[src/rtl/eef_pkg.sv]
package eef_pkg;

    localparam int         PAR_BYTES   = 9;
    localparam logic [7:0] ERASED_BYTE = 8'hFF;

    typedef enum logic [1:0] {
        WR_IDLE,
        WR_COLLECT,
        WR_EMIT
    } wr_state_t;

    typedef enum logic [1:0] {
        RD_IDLE,
        RD_PARITY,
        RD_DATA,
        RD_VERDICT
    } rd_state_t;

    // Parity an all-0xFF sector produces, byte 0 first.
    function automatic logic [7:0] blank_parity(input int idx);
        logic [7:0] v;
        case (idx)
            0:       v = 8'hCD;
            1:       v = 8'h9D;
            2:       v = 8'h90;
            3:       v = 8'h58;
            4:       v = 8'hF4;
            5:       v = 8'h8B;
            6:       v = 8'hFF;
            7:       v = 8'hB7;
            8:       v = 8'h6F;
            default: v = ERASED_BYTE;
        endcase
        return v;
    endfunction

endpackage

[src/rtl/eef_par_subst.sv]
module eef_par_subst
    import eef_pkg::*;
(
    input  logic       clk,
    input  logic       rst_n,
    input  logic       in_valid,
    input  logic       in_first,
    input  logic [7:0] in_byte,
    output logic       out_valid,
    output logic [7:0] out_byte,
    output logic       out_subst
);

    localparam int IW = $clog2(PAR_BYTES);
    localparam logic [IW-1:0] LAST_IDX = IW'(PAR_BYTES - 1);

    wr_state_t     state_q, state_d;
    logic [IW-1:0] idx_q;
    logic [IW-1:0] cap_idx;
    logic [7:0]    hold_q [PAR_BYTES];
    logic          miss_q, subst_q;
    logic          accept, byte_miss, miss_now, group_done;

    // A start byte is taken unless a replay runs; follow-on bytes only while collecting.
    assign accept     = in_valid && ((in_first && state_q != WR_EMIT) || (state_q == WR_COLLECT));
    assign cap_idx    = in_first ? '0 : idx_q;
    assign byte_miss  = (in_byte != blank_parity(int'(cap_idx)));
    assign miss_now   = (in_first ? 1'b0 : miss_q) | byte_miss;
    assign group_done = accept && (cap_idx == LAST_IDX);

    always_comb begin
        state_d = state_q;
        unique case (state_q)
            WR_IDLE:    if (accept) state_d = group_done ? WR_EMIT : WR_COLLECT;
            WR_COLLECT: if (group_done) state_d = WR_EMIT;
            WR_EMIT:    if (idx_q == LAST_IDX) state_d = WR_IDLE;
            default:    state_d = WR_IDLE;
        endcase
    end

    always_ff @(posedge clk) begin
        if (!rst_n) begin
            state_q <= WR_IDLE;
            idx_q   <= '0;
            miss_q  <= 1'b0;
            subst_q <= 1'b0;
        end else begin
            state_q <= state_d;
            if (state_q == WR_EMIT) begin
                idx_q <= (idx_q == LAST_IDX) ? '0 : idx_q + 1'b1;
            end else if (accept) begin
                idx_q  <= group_done ? '0 : cap_idx + 1'b1;
                miss_q <= miss_now;
                if (group_done) subst_q <= !miss_now;
            end
        end
    end

    always_ff @(posedge clk) begin
        for (int i = 0; i < PAR_BYTES; i++) begin
            if (accept && cap_idx == IW'(i)) hold_q[i] <= in_byte;
        end
    end

    always_comb begin
        out_valid = (state_q == WR_EMIT);
        out_subst = out_valid && subst_q;
        out_byte  = '0;
        if (out_valid) out_byte = subst_q ? ERASED_BYTE : hold_q[idx_q];
    end

    // Checker: length of each replay run.
    logic [IW:0] run_len_q;
    always_ff @(posedge clk) begin
        if (!rst_n) run_len_q <= '0;
        else        run_len_q <= out_valid ? run_len_q + 1'b1 : '0;
    end

    AST_REPLAY_LEN: assert property (@(posedge clk) disable iff (!rst_n)
        $fell(out_valid) |-> run_len_q == (IW+1)'(PAR_BYTES));
    AST_REPLAY_CAUSE: assert property (@(posedge clk) disable iff (!rst_n)
        $rose(out_valid) |-> $past(in_valid));
    AST_BLANK_STEADY: assert property (@(posedge clk) disable iff (!rst_n)
        out_valid && $past(out_valid) |-> $stable(out_subst));

endmodule

[src/rtl/eef_blank_scan.sv]
module eef_blank_scan
    import eef_pkg::*;
#(
    parameter int DATA_BYTES = 512
) (
    input  logic       clk,
    input  logic       rst_n,
    input  logic       in_valid,
    input  logic       in_start,
    input  logic       in_last,
    input  logic [7:0] in_byte,
    output logic       nonblank,
    output logic       quick_reject,
    output logic       dec_req,
    output logic       erased
);

    localparam int TOTAL  = PAR_BYTES + DATA_BYTES;
    localparam int CW     = $clog2(TOTAL + 1);
    localparam int MID    = PAR_BYTES + DATA_BYTES / 2 - 1;
    localparam int NPROBE = 4;

    function automatic int probe_at(input int g);
        int p;
        case (g)
            0:       p = 0;
            1:       p = PAR_BYTES;
            2:       p = MID;
            default: p = TOTAL - 1;
        endcase
        return p;
    endfunction

    rd_state_t         state_q, state_d, after_byte;
    logic [CW-1:0]     cnt_q, pos, cnt_next;
    logic [NPROBE-1:0] probe_hit;
    logic              nonblank_q, quick_q, badlen_q;
    logic              accept, byte_dirty, length_bad;

    assign pos        = in_start ? '0 : cnt_q;
    assign accept     = in_valid && (in_start || state_q == RD_PARITY || state_q == RD_DATA);
    assign byte_dirty = (in_byte != ERASED_BYTE);
    assign cnt_next   = (pos >= CW'(TOTAL)) ? pos : pos + 1'b1;
    assign length_bad = (in_last && pos != CW'(TOTAL - 1)) || (!in_start && cnt_q >= CW'(TOTAL));

    for (genvar g = 0; g < NPROBE; g++) begin : g_probe
        assign probe_hit[g] = (pos == CW'(probe_at(g)));
    end

    always_comb begin
        if (in_last)                        after_byte = RD_VERDICT;
        else if (pos < CW'(PAR_BYTES - 1))  after_byte = RD_PARITY;
        else                                after_byte = RD_DATA;
    end

    always_comb begin
        state_d = state_q;
        unique case (state_q)
            RD_IDLE:            if (accept) state_d = after_byte;
            RD_PARITY, RD_DATA: if (accept) state_d = after_byte;
            RD_VERDICT:         state_d = accept ? after_byte : RD_IDLE;
            default:            state_d = RD_IDLE;
        endcase
    end

    always_ff @(posedge clk) begin
        if (!rst_n) begin
            state_q    <= RD_IDLE;
            cnt_q      <= '0;
            nonblank_q <= 1'b0;
            quick_q    <= 1'b0;
            badlen_q   <= 1'b0;
        end else begin
            state_q <= state_d;
            if (accept) begin
                cnt_q      <= cnt_next;
                nonblank_q <= (in_start ? 1'b0 : nonblank_q) | byte_dirty;
                quick_q    <= (in_start ? 1'b0 : quick_q) | (byte_dirty && (|probe_hit));
                badlen_q   <= (in_start ? 1'b0 : badlen_q) | length_bad;
            end
        end
    end

    always_comb begin
        nonblank     = nonblank_q;
        quick_reject = quick_q;
        erased       = (state_q == RD_VERDICT) && !nonblank_q && !badlen_q;
        dec_req      = (state_q == RD_VERDICT) && (nonblank_q || badlen_q);
    end

    AST_VERDICT_EXCL: assert property (@(posedge clk) disable iff (!rst_n)
        !(erased && dec_req));
    AST_VERDICT_CAUSE: assert property (@(posedge clk) disable iff (!rst_n)
        (erased || dec_req) |-> $past(in_valid && in_last));
    AST_ERASED_CLEAN: assert property (@(posedge clk) disable iff (!rst_n)
        erased |-> !nonblank);
    AST_QUICK_SUBSET: assert property (@(posedge clk) disable iff (!rst_n)
        quick_reject |-> nonblank);
    AST_NONBLANK_STICKY: assert property (@(posedge clk) disable iff (!rst_n)
        nonblank && !(in_valid && in_start) |=> nonblank);

endmodule

[src/rtl/erased_ecc_filter.sv]
module erased_ecc_filter
    import eef_pkg::*;
#(
    parameter int DATA_BYTES = 512
) (
    input  logic       clk,
    input  logic       rst_n,
    input  logic       enc_valid,
    input  logic       enc_first,
    input  logic [7:0] enc_byte,
    output logic       enc_out_valid,
    output logic [7:0] enc_out_byte,
    output logic       enc_out_blanked,
    input  logic       scan_valid,
    input  logic       scan_start,
    input  logic       scan_last,
    input  logic [7:0] scan_byte,
    output logic       scan_nonblank,
    output logic       scan_quick_reject,
    output logic       dec_req,
    output logic       sector_erased
);

    eef_par_subst u_subst (
        .clk       (clk),
        .rst_n     (rst_n),
        .in_valid  (enc_valid),
        .in_first  (enc_first),
        .in_byte   (enc_byte),
        .out_valid (enc_out_valid),
        .out_byte  (enc_out_byte),
        .out_subst (enc_out_blanked)
    );

    eef_blank_scan #(
        .DATA_BYTES (DATA_BYTES)
    ) u_scan (
        .clk          (clk),
        .rst_n        (rst_n),
        .in_valid     (scan_valid),
        .in_start     (scan_start),
        .in_last      (scan_last),
        .in_byte      (scan_byte),
        .nonblank     (scan_nonblank),
        .quick_reject (scan_quick_reject),
        .dec_req      (dec_req),
        .erased       (sector_erased)
    );

    AST_ENC_BYTE_QUIET: assert property (@(posedge clk) disable iff (!rst_n)
        !enc_out_valid |-> enc_out_byte == 8'h00);

endmodule

[config.mk]
export PLATFORM = sky130hd
export DESIGN_NAME = erased_ecc_filter
export DESIGN_NICKNAME = d
export VERILOG_FILES = /design/src/rtl/eef_pkg.sv /design/src/rtl/eef_par_subst.sv /design/src/rtl/eef_blank_scan.sv /design/src/rtl/erased_ecc_filter.sv
export SDC_FILE = /design/constraint.sdc
export NUM_CORES = 1
export LEC_CHECK = 0
export BUFFER_PORTS_ARGS = -buffer_cell sky130_fd_sc_hd__buf_2
export CAP_MARGIN = 20
export CORE_MARGIN = 1
export CORE_UTILIZATION = 60
export CTS_CLUSTER_SIZE = 28
export DETAILED_ROUTE_END_ITERATION = 8
export MAX_ROUTING_LAYER = met4
export PLACE_DENSITY = 0.84
export REMOVE_ABC_BUFFERS = 1
export SLEW_MARGIN = 5
export SYNTH_ARGS = -nofsm -noshare
export SYNTH_HDL_FRONTEND = slang
export SYNTH_SLANG_ARGS = --single-unit
[constraint.sdc]
create_clock -name clk -period 4.7 [get_ports clk]
set_clock_uncertainty 0.15 [all_clocks]
set_input_delay 0.47 -clock clk [delete_from_list [all_inputs] [get_ports clk]]
set_output_delay 0.47 -clock clk [all_outputs]
set_load 0.05 [all_outputs]
==> flow_summary.yaml, run 1 <==
routing:
  wire_per_inst_um: 19.37
  ant_nets: 0
  vias: 2960
  detail_route.first_pass.iterations: 5
  wl_um: 9280
  initialDrtViolationCount: 219
  viasPerCell: 6.180
  drc: 0
global_routing:
  grt_pass1_vias: 2819
  grt_antenna_before_repair: 0
  grt_pass1_wl_um: 13970
  grt_max_degree: 19
  globalRouteOverflowTotal: 0
  gr-usage-all-layers_pct: 25.93
timing:
  period_share_pct: 65.45
  grt_setup_unrepaired: "no"
  setup_viol: 0
  worst_pin_slew_ns: 0.8056
  max_freq_mhz: 325.1
  max_slew_margin_pct: 46.22
  hold_viol_final: 0
  fin_hold_ws_ns: 0.2398
  fin_crit_ns: 3.076
  tns_ns: 0
  drv_slew: 0
  fin_ws_ns: 1.624
floorplan:
  die-area_mm2: 0.007898
  core_area_mm2: 0.007292
  initial_core_util_pct: 62.10
  die_x_um: 88.87
  row_count: 31
  die_y_um: 88.87
  num_io_pins: 37
finish:
  fin_util_pct: 68.51
  syn2layout_area_growth_pct: 10.33
  drive_above_1_share_pct: 21.58
  n_fill_cell: 528
  multi_input_area_mm2: 0.001685
  num_antenna_cells: 0
  fin_nets: 408
  regArea_mm2: 0.002703
synth:
  synthFlopType: "edfxtp_1"
  netlist_area_mm2: 0.004528
  synth_cell_types: 49
  synth_top_area_cell: "edfxtp_1"
  yosys_warnings: 0
  synth_top_area_share_pct: 47.75
  synth-seq-cells: 99
  synth_cells: 342
  async_flop_share_pct: 0
  synth_seq_area_share_pct: 59.68
  syn_area_per_cell_um2: 13.24
  ys_top_cells_by_area: "edfxtp_1 (48%), dfxtp_1 (12%), mux4_2 (8.0%)"
  synth_edf_count: 72
setup_path:
  arrival_ns: 2.46
  crit_type: "reg2out"
  end_kind: "output pin"
  start_kind: "flop"
  required_ns: 4.08
  path_max_fanout: 12
clock_tree:
  cts.sinks: 99
  post-cts-setup-buffers: 0
  postCtsHoldBufs: 0
  cts_tree: "done"
  htreeDepth: 3
  root_buffer: "clkbuf_8"
  worstSkewPairLatency_ns: 0.36
  post_cts_resized: 0
  cts_buffers: 9
  clk_pin_slew_ns: 0.09
  cts_buffer_depth: 2
min_path:
  min_path_type: "in2reg"
power:
  p_per_area_mw_per_mm2: 336.2
  max-vdd-ir-drop_v: 0.0001793
  p_leak_uw: 0.001744
  totalPowerFinal_uw: 1680
placement:
  gp_congestion: 0.8454
  port_buffers: 36
  place_hpwl_um: 6144
  place_ws_ns: 1.605
outcome:
  run_status: "finished, final reports clean"
job:
  cap_violations: 0
[critical path, stage by stage (launching register included)]
cell and delay [ns]:
dfxtp_1 0.58, buf_16 0.21, mux4_2 0.52, mux2_2 0.27, mux2i_1 0.17, a21oi_1 0.09
buf_2 0.24
[state kept, by name (all words and copies together) (netlist names), named ones only]
name	count
u_scan.badlen_q	1
u_scan.cnt_q	10
u_scan.nonblank	1
u_scan.quick_reject	1
u_scan.state_q	2
u_subst.hold_q	72
u_subst.idx_q	4
u_subst.miss_q	1
u_subst.state_q	2
u_subst.subst_q	1
[worst paths after layout]
check / end / from / slack [ns] / depth (start not counted)
worst max-delay path: enc_out_byte[6] / flop / 1.62 / 6
worst min-delay path: u_scan.state_q[0]$_SDFFE_PN0P_ / scan_last / 0.24 / 2
worst max register to register: u_subst.idx_q[2]$_SDFFE_PN0N_ / u_subst.idx_q[0]$_SDFFE_PN0N_ / 1.83 / 9
worst min register to register: u_scan.nonblank$_SDFFE_PN0P_ / u_scan.nonblank$_SDFFE_PN0P_ / 0.35 / 2
[kinds of logic after synthesis]
family | after synthesis | synth area share [%]
AO/OA/AOI/OAI | 62 | 8.925
multiplexers | 34 | 12.19
AND/OR/NAND/NOR | 94 | 10.80
adder cells (fa/ha/maj) | 11 | 2.984
flip-flops | 99 | 59.68
buffers and inverters | 30 | 3.095
XOR/XNOR | 12 | 2.321
[layout by cell type, fill, tap and decap left out, types with 12 or more instances in the layout]
cell and instances:
buf_2 36, nand2_1 21, nor2_1 23, edfxtp_1 72, mux4_2 16, dfxtp_1 27
inv_1 12, a21oi_1 24, o21ai_0 13
[cell usage after synthesis (3+ instances only)]
master and count:
clkbuf_1 9, a21oi_1 24, edfxtp_1 72, mux2i_1 9, dfxtp_1 27, ha_1 10, mux2_2 9, and3_1 10
nor2_1 23, nor2b_1 3, nand2b_1 7, a41o_1 3, o21ai_0 13, inv_1 12, a22oi_1 3, nor4_1 3
mux4_2 16, nor3_1 6, o21bai_1 3, nand4_1 8, nand2_1 21, xnor2_1 10, nand3_1 3
[stage by stage]
stage | instances | instance area [µm²]
2_1_floorplan | 326 | 4441
3_3_place_gp | 462 | 4752
3_5_place_dp | 462 | 4752
4_1_cts | 478 | 4969
5_1_grt | 479 | 4996
6_report | 479 | 4996
[routing by layer]
layer,global-route usage [%],vias to the layer above,part of all wire (%)
met5,-,-,0
met3,4.384,20,6.3
met1,33.69,1439,43
met4,12.46,0,2.2
li1,-,1365,-
met2,39.93,136,48
[where the power goes]
group	total (µW)	switching [µW]	internal, µW
Sequential	963	13.1	950
Combinational	121	70.0	51.4
Clock	595	294	301
Total	1680	377	1300
[area by class of cell]
| class | count | area share [%] |
|---|---|---|
| sequential | 99 | 54.09 |
| timing repair buffer | 38 | 4.308 |
| tap | 99 | 2.479 |
| clock inverter | 6 | 1.778 |
| multi-input combinational | 213 | 33.73 |
| inverter | 14 | 1.052 |
| clock buffer | 10 | 2.554 |
No activity file was read; power rests on OpenSTA's default activity.
==> run 2, diff against run 1 <==
- CORE_UTILIZATION: 60 -> 54
- PLACE_DENSITY: 0.84 -> 0.8
- clock period: 4.7 -> 2.62 ns (I/O delays scaled with it)
==> run 2 against run 1 <==
  * Sequential power grew 80%
  * Die area is 11% higher
  * Power increased by 73%
  * Clock-buffer cell count unchanged
  * Clock power increased by 61%
  * Sequential cell count is the same
  * Worst setup slack worse by 1.6 ns
  * Wire length shrank 0.16%
  * Worst hold slack got worse by 0.20 ns
  * Cell count grew 2.5%
  * First-iteration DRC count shrank 2.3%
  * Largest power group unchanged
==> flow_summary.yaml, run 2 (same netlist as run 1, synthesis figures left out) <==
setup_path:
  start_kind: "flop"
  crit_type: "reg2out"
  r2r_setup_slack_ns: 0.29
  critPathTopFamily: "multiplexers"
  worstPathCellList: "buf_12 -> mux4_2 -> mux2_2 -> mux2i_1 -> a21oi_1 -> buf_2"
  worst-path-buf-inv: 2
  required_ns: 2.21
  arrival_ns: 2.15
  cpPeakStageDelay_ns: 0.50
  path_max_fanout: 8
  slowest_stage: "mux4_2"
  end_kind: "output pin"
global_routing:
  grt_pass1_vias: 2854
  grt_max_degree: 19
  globalRouteOverflowTotal: 0
  grt_pass1_wl_um: 14600
  grt_antenna_before_repair: 0
  gr-usage-all-layers_pct: 23.40
floorplan:
  die_y_um: 93.57
  row_count: 33
  num_io_pins: 37
  die_x_um: 93.57
  core_area_mm2: 0.008175
  die-area_mm2: 0.008755
  initial_core_util_pct: 55.39
timing:
  fin_ws_ns: 0.05398
  period_share_pct: 97.94
  tns_ns: 0
  setup_viol: 0
  grt_setup_unrepaired: "yes"
  max_freq_mhz: 389.7
  hold_viol_final: 0
  fin_crit_ns: 2.566
  worst_pin_slew_ns: 0.6180
  max_slew_margin_pct: 58.71
  drv_slew: 0
clock_tree:
  cts_tree: "done"
  cts_buffers: 9
  post-cts-setup-buffers: 0
  cts_buffer_depth: 2
  clk_pin_slew_ns: 0.09
  cts.sinks: 99
  worstSkewPairLatency_ns: 0.36
  htreeDepth: 3
  root_buffer: "clkbuf_8"
routing:
  detail_route.first_pass.iterations: 6
  wl_um: 9265
  ant_nets: 0
  drc: 0
  wire_per_inst_um: 18.87
  initialDrtViolationCount: 214
  vias: 2963
  viasPerCell: 6.035
outcome:
  run_status: "finished, final reports clean"
job:
  cap_violations: 0
finish:
  drive_above_1_share_pct: 23.32
  fin_util_pct: 61.83
  num_antenna_cells: 0
  largest_reg_flops: 72
  syn2layout_area_growth_pct: 11.63
  fin_nets: 414
  final_common_cell: "edfxtp_1"
  stdcell_count: 491
  mostFrequentLayoutCells: "edfxtp_1 (72), buf_2 (31), dfxtp_1 (26), a21oi_1 (24), nor2_1 (23)"
  top_register: "u_subst.hold_q"
  reg_top3: "u_subst.hold_q (72), u_scan.cnt_q (10), u_subst.idx_q (4)"
placement:
  port_buffers: 36
  gp_congestion: 0.8997
  dp.cells: 474
  place_ws_ns: 0.2600
  place_hpwl_um: 6134
power:
  p_per_area_mw_per_mm2: 575.0
  max-vdd-ir-drop_v: 0.0002588
  p_leak_uw: 0.001769
  totalPowerFinal_uw: 2907
min_path:
  min_path_type: "in2reg"
[run 2: cell types whose count changed in the layout (fill, tap and decap cells not counted), sizes merged]
| cell | delta |
|---|---|
| bufinv | -1 |
| buf | +5 |
| clkinvlp | +1 |
| clkbuf | +1 |
[run 2: timing repair]
item,CTS,global route
endpoints found under the setup margin,0,8
resized for setup,0,13
hold endpoints to repair,0,0
hold buffers,0,0
[run 2: final cells by class]
type / instances / area, µm²
Sequential cell: 99 / 2706
Multi-Input combinational cell: 213 / 1689
Clock inverter: 6 / 65.06
Clock buffer: 10 / 127.6
Timing Repair Buffer: 44 / 282.8
Fill cell: 624 / 3120
Tap cell: 105 / 131.4
Inverter: 14 / 52.55
[run 2: path summary, 6_finish.rpt]
kind,startpoint,end,cells after the start
setup / recovery,flop,enc_out_byte[3],6
hold / removal,scan_start,u_scan.cnt_q[7]$_SDFFE_PN0P_,2
setup reg to reg,u_subst.idx_q[0]$_SDFFE_PN0N_,flop,9
hold reg to reg,u_scan.nonblank$_SDFFE_PN0P_,u_scan.nonblank$_SDFFE_PN0P_,2
[run 2: worst reg2reg max path: stages (launching register included)]
cell	delay, ns
dfxtp_1	0.38
inv_1	0.12
nor2_1	0.16
inv_1	0.09
ha_1	0.22
and4bb_2	0.27
nand2_1	0.13
inv_1	0.06
or4_1	0.48
a21oi_1	0.18
[run 2: metrics by stage]
| stage | hold slack (ns) | cell area, µm² |
|---|---|---|
| 3_3_place_gp | 0.3186 | 4817 |
| 5_1_grt | 0.04777 | 5055 |
| 6_report | 0.03539 | 5055 |
| 3_5_place_dp | 0.3334 | 4817 |
| 2_1_floorplan | 0.2109 | 4441 |
| 4_1_cts | 0.02631 | 5010 |
[run 2: where the power goes]
| group | internal [µW] | switching (µW) | total [µW] |
|---|---|---|---|
| Combinational | 95.7 | 125 | 221 |
| Sequential | 1700 | 23.1 | 1730 |
| Clock | 443 | 517 | 960 |
[run 2: metal layers]
| layer | up-vias | track usage (%) | part of all wire, % |
|---|---|---|---|
| met5 | - | - | 0 |
| met4 | 0 | 8.205 | 1.2 |
| met3 | 13 | 3.902 | 7.9 |
| met2 | 147 | 35.66 | 47 |
| met1 | 1430 | 32.12 | 44 |
| li1 | 1373 | - | - |
==> run 3, diff against run 2 <==
- SETUP_SLACK_MARGIN: unset -> 0.3
==> run 3 against run 2 <==
  * Core utilization is 0.64 points higher
  * Sequential power about the same
  * Global-route usage increased by 0.51 points
  * Via count increased by 0.54%
  * First-iteration DRC count rose by 3.7%
  * Critical endpoint unchanged
  * Largest power group unchanged
  * Clock-buffer cell count unchanged
  * Critical path depth did not move
==> flow_summary.yaml, run 3 (same netlist as run 1, synthesis figures left out) <==
outcome:
  run_status: "finished, final reports clean"
floorplan:
  num_io_pins: 37
  row_count: 33
  die_x_um: 93.57
  die_y_um: 93.57
  die-area_mm2: 0.008755
  core_area_mm2: 0.008175
  initial_core_util_pct: 55.39
finish:
  final_common_cell: "edfxtp_1"
  largest_reg_flops: 72
  top_register: "u_subst.hold_q"
  regArea_mm2: 0.002708
  fin_nets: 414
  stdcell_count: 491
  multi_input_area_mm2: 0.001730
  mostFrequentLayoutCells: "edfxtp_1 (72), buf_2 (28), dfxtp_1 (25), a21oi_1 (24), nor2_1 (21)"
  drive_above_1_share_pct: 24.87
  n_fill_cell: 618
  num_antenna_cells: 0
  reg_top3: "u_subst.hold_q (72), u_scan.cnt_q (10), u_subst.idx_q (4)"
  syn2layout_area_growth_pct: 12.79
routing:
  met3_length_um: 663
  wl_um: 9378
  vias: 2979
  detail_route.first_pass.iterations: 5
  viasPerCell: 6.067
  initialDrtViolationCount: 222
  drc: 0
  wire_per_inst_um: 19.10
  wl_met2_um: 4414
  ant_nets: 0
  topRoutingLayerUsed: "met4"
  drt-met1-wl_um: 4173
clock_tree:
  postCtsHoldBufs: 0
  cts_tree: "done"
  clk_pin_slew_ns: 0.09
  post-cts-setup-buffers: 0
  cts.sinks: 99
  cts_buffer_depth: 2
  worstSkewPairLatency_ns: 0.36
  cts_buffers: 9
  root_buffer: "clkbuf_8"
  htreeDepth: 3
setup_path:
  reg2reg_from: "u_scan.cnt_q[4]$_SDFFE_PN0P_"
  r2r_end: "u_scan.cnt_q[4]$_SDFFE_PN0P_"
  arrival_ns: 2.15
  worst-path-buf-inv: 2
  start_kind: "flop"
  cp.depth: 6
  cpPeakStageDelay_ns: 0.51
  required_ns: 2.21
  path_max_fanout: 8
  end_kind: "output pin"
  cp-endpoint: "enc_out_byte[3]"
  r2r_setup_slack_ns: 0.39
  crit_type: "reg2out"
  reg2regPathDepth: 5
  worstPathCellList: "buf_12 -> mux4_2 -> mux2_2 -> mux2i_1 -> a21oi_1 -> buf_4"
  critPathTopFamily: "multiplexers"
  slowest_stage: "mux4_2"
timing:
  max_slew_margin_pct: 58.88
  drv_slew: 0
  fin_hold_ws_ns: 0.02521
  worst_pin_slew_ns: 0.6160
  grt_setup_unrepaired: "yes"
  period_share_pct: 97.74
  fin_crit_ns: 2.561
  max_freq_mhz: 390.5
  setup_viol: 0
  hold_viol_final: 0
global_routing:
  gr-usage-all-layers_pct: 23.91
  grt_max_degree: 19
  grt_pass1_wl_um: 14860
  globalRouteOverflowTotal: 0
  grt_antenna_before_repair: 0
  grt_pass1_vias: 2875
placement:
  gp_congestion: 0.8997
  port_buffers: 36
  dp.cells: 474
  place_hpwl_um: 6134
power:
  p_per_area_mw_per_mm2: 572.1
  p_leak_uw: 0.001784
  max-vdd-ir-drop_v: 0.0002612
min_path:
  min_path_type: "in2reg"
job:
  cap_violations: 0
run 3: worst min-delay path by stage:
stage | startpoint | to | slack [ns] | cells past startpoint
floorplan | enc_byte[0] | u_subst.hold_q[0][0]$_DFFE_PP_ | 0.21 | 0
global placement | u_scan.quick_reject$_SDFFE_PN0P_ | u_scan.quick_reject$_SDFFE_PN0P_ | 0.32 | 2
detailed placement | u_scan.nonblank$_SDFFE_PN0P_ | u_scan.nonblank$_SDFFE_PN0P_ | 0.33 | 2
CTS | scan_start | u_scan.cnt_q[7]$_SDFFE_PN0P_ | 0.03 | 2
global route | scan_last | u_scan.state_q[0]$_SDFFE_PN0P_ | 0.05 | 2
finish | scan_start | u_scan.cnt_q[7]$_SDFFE_PN0P_ | 0.03 | 2
run 3: stage by stage:
step | utilization [%] | total power [µW] | area [µm²] | worst slack (ns) | setup TNS (ns)
global placement | 58.92 | 1970 | 4817 | 0.3344 | 0
floorplan | - | 1893 | 4441 | 0.003044 | 0
finish | 62.47 | 2922 | 5107 | 0.05918 | 0
CTS | 62.03 | 2910 | 5071 | 0.05001 | 0
detailed placement | 58.92 | 1978 | 4817 | 0.2600 | 0
global route | 62.47 | 3004 | 5107 | -0.005522 | -0.01152
run 3: report_power, final:
part	internal, µW	switching, µW
Combinational	100	131
Clock	443	520
Sequential	1700	24.7
Total	2250	676
run 3: worst reg2reg max path, stage by stage, from the launching register on:
cell and delay [ns]:
dfxtp_1 0.37, or4_4 0.57, o311a_4 0.42, nor3_4 0.21
mux2_2 0.36, nor2_1 0.08
run 3: per-layer routing:
metal  vias to the layer above  GRT usage (%)
li1                       1375              -
met1                      1454          32.49
met2                       138          36.40
met3                        12          4.309
met4                         0          8.718
met5                         -              -
run 3: timing repair:
action                     in CTS  in global routing
hold endpoints to repair        0                  0
setup endpoints to repair      14                 23
resized for setup              14                 10
cloned                          1                  0
pin swaps                       6                  4
run 3: cell type report:
cell class | count | share of cell area [%]
Sequential cell | 99 | 53.01
Multi-Input combinational cell | 213 | 33.88
Timing Repair Buffer | 44 | 5.732
Tap cell | 105 | 2.572
Clock buffer | 10 | 2.499
Clock inverter | 6 | 1.274
Inverter | 14 | 1.029
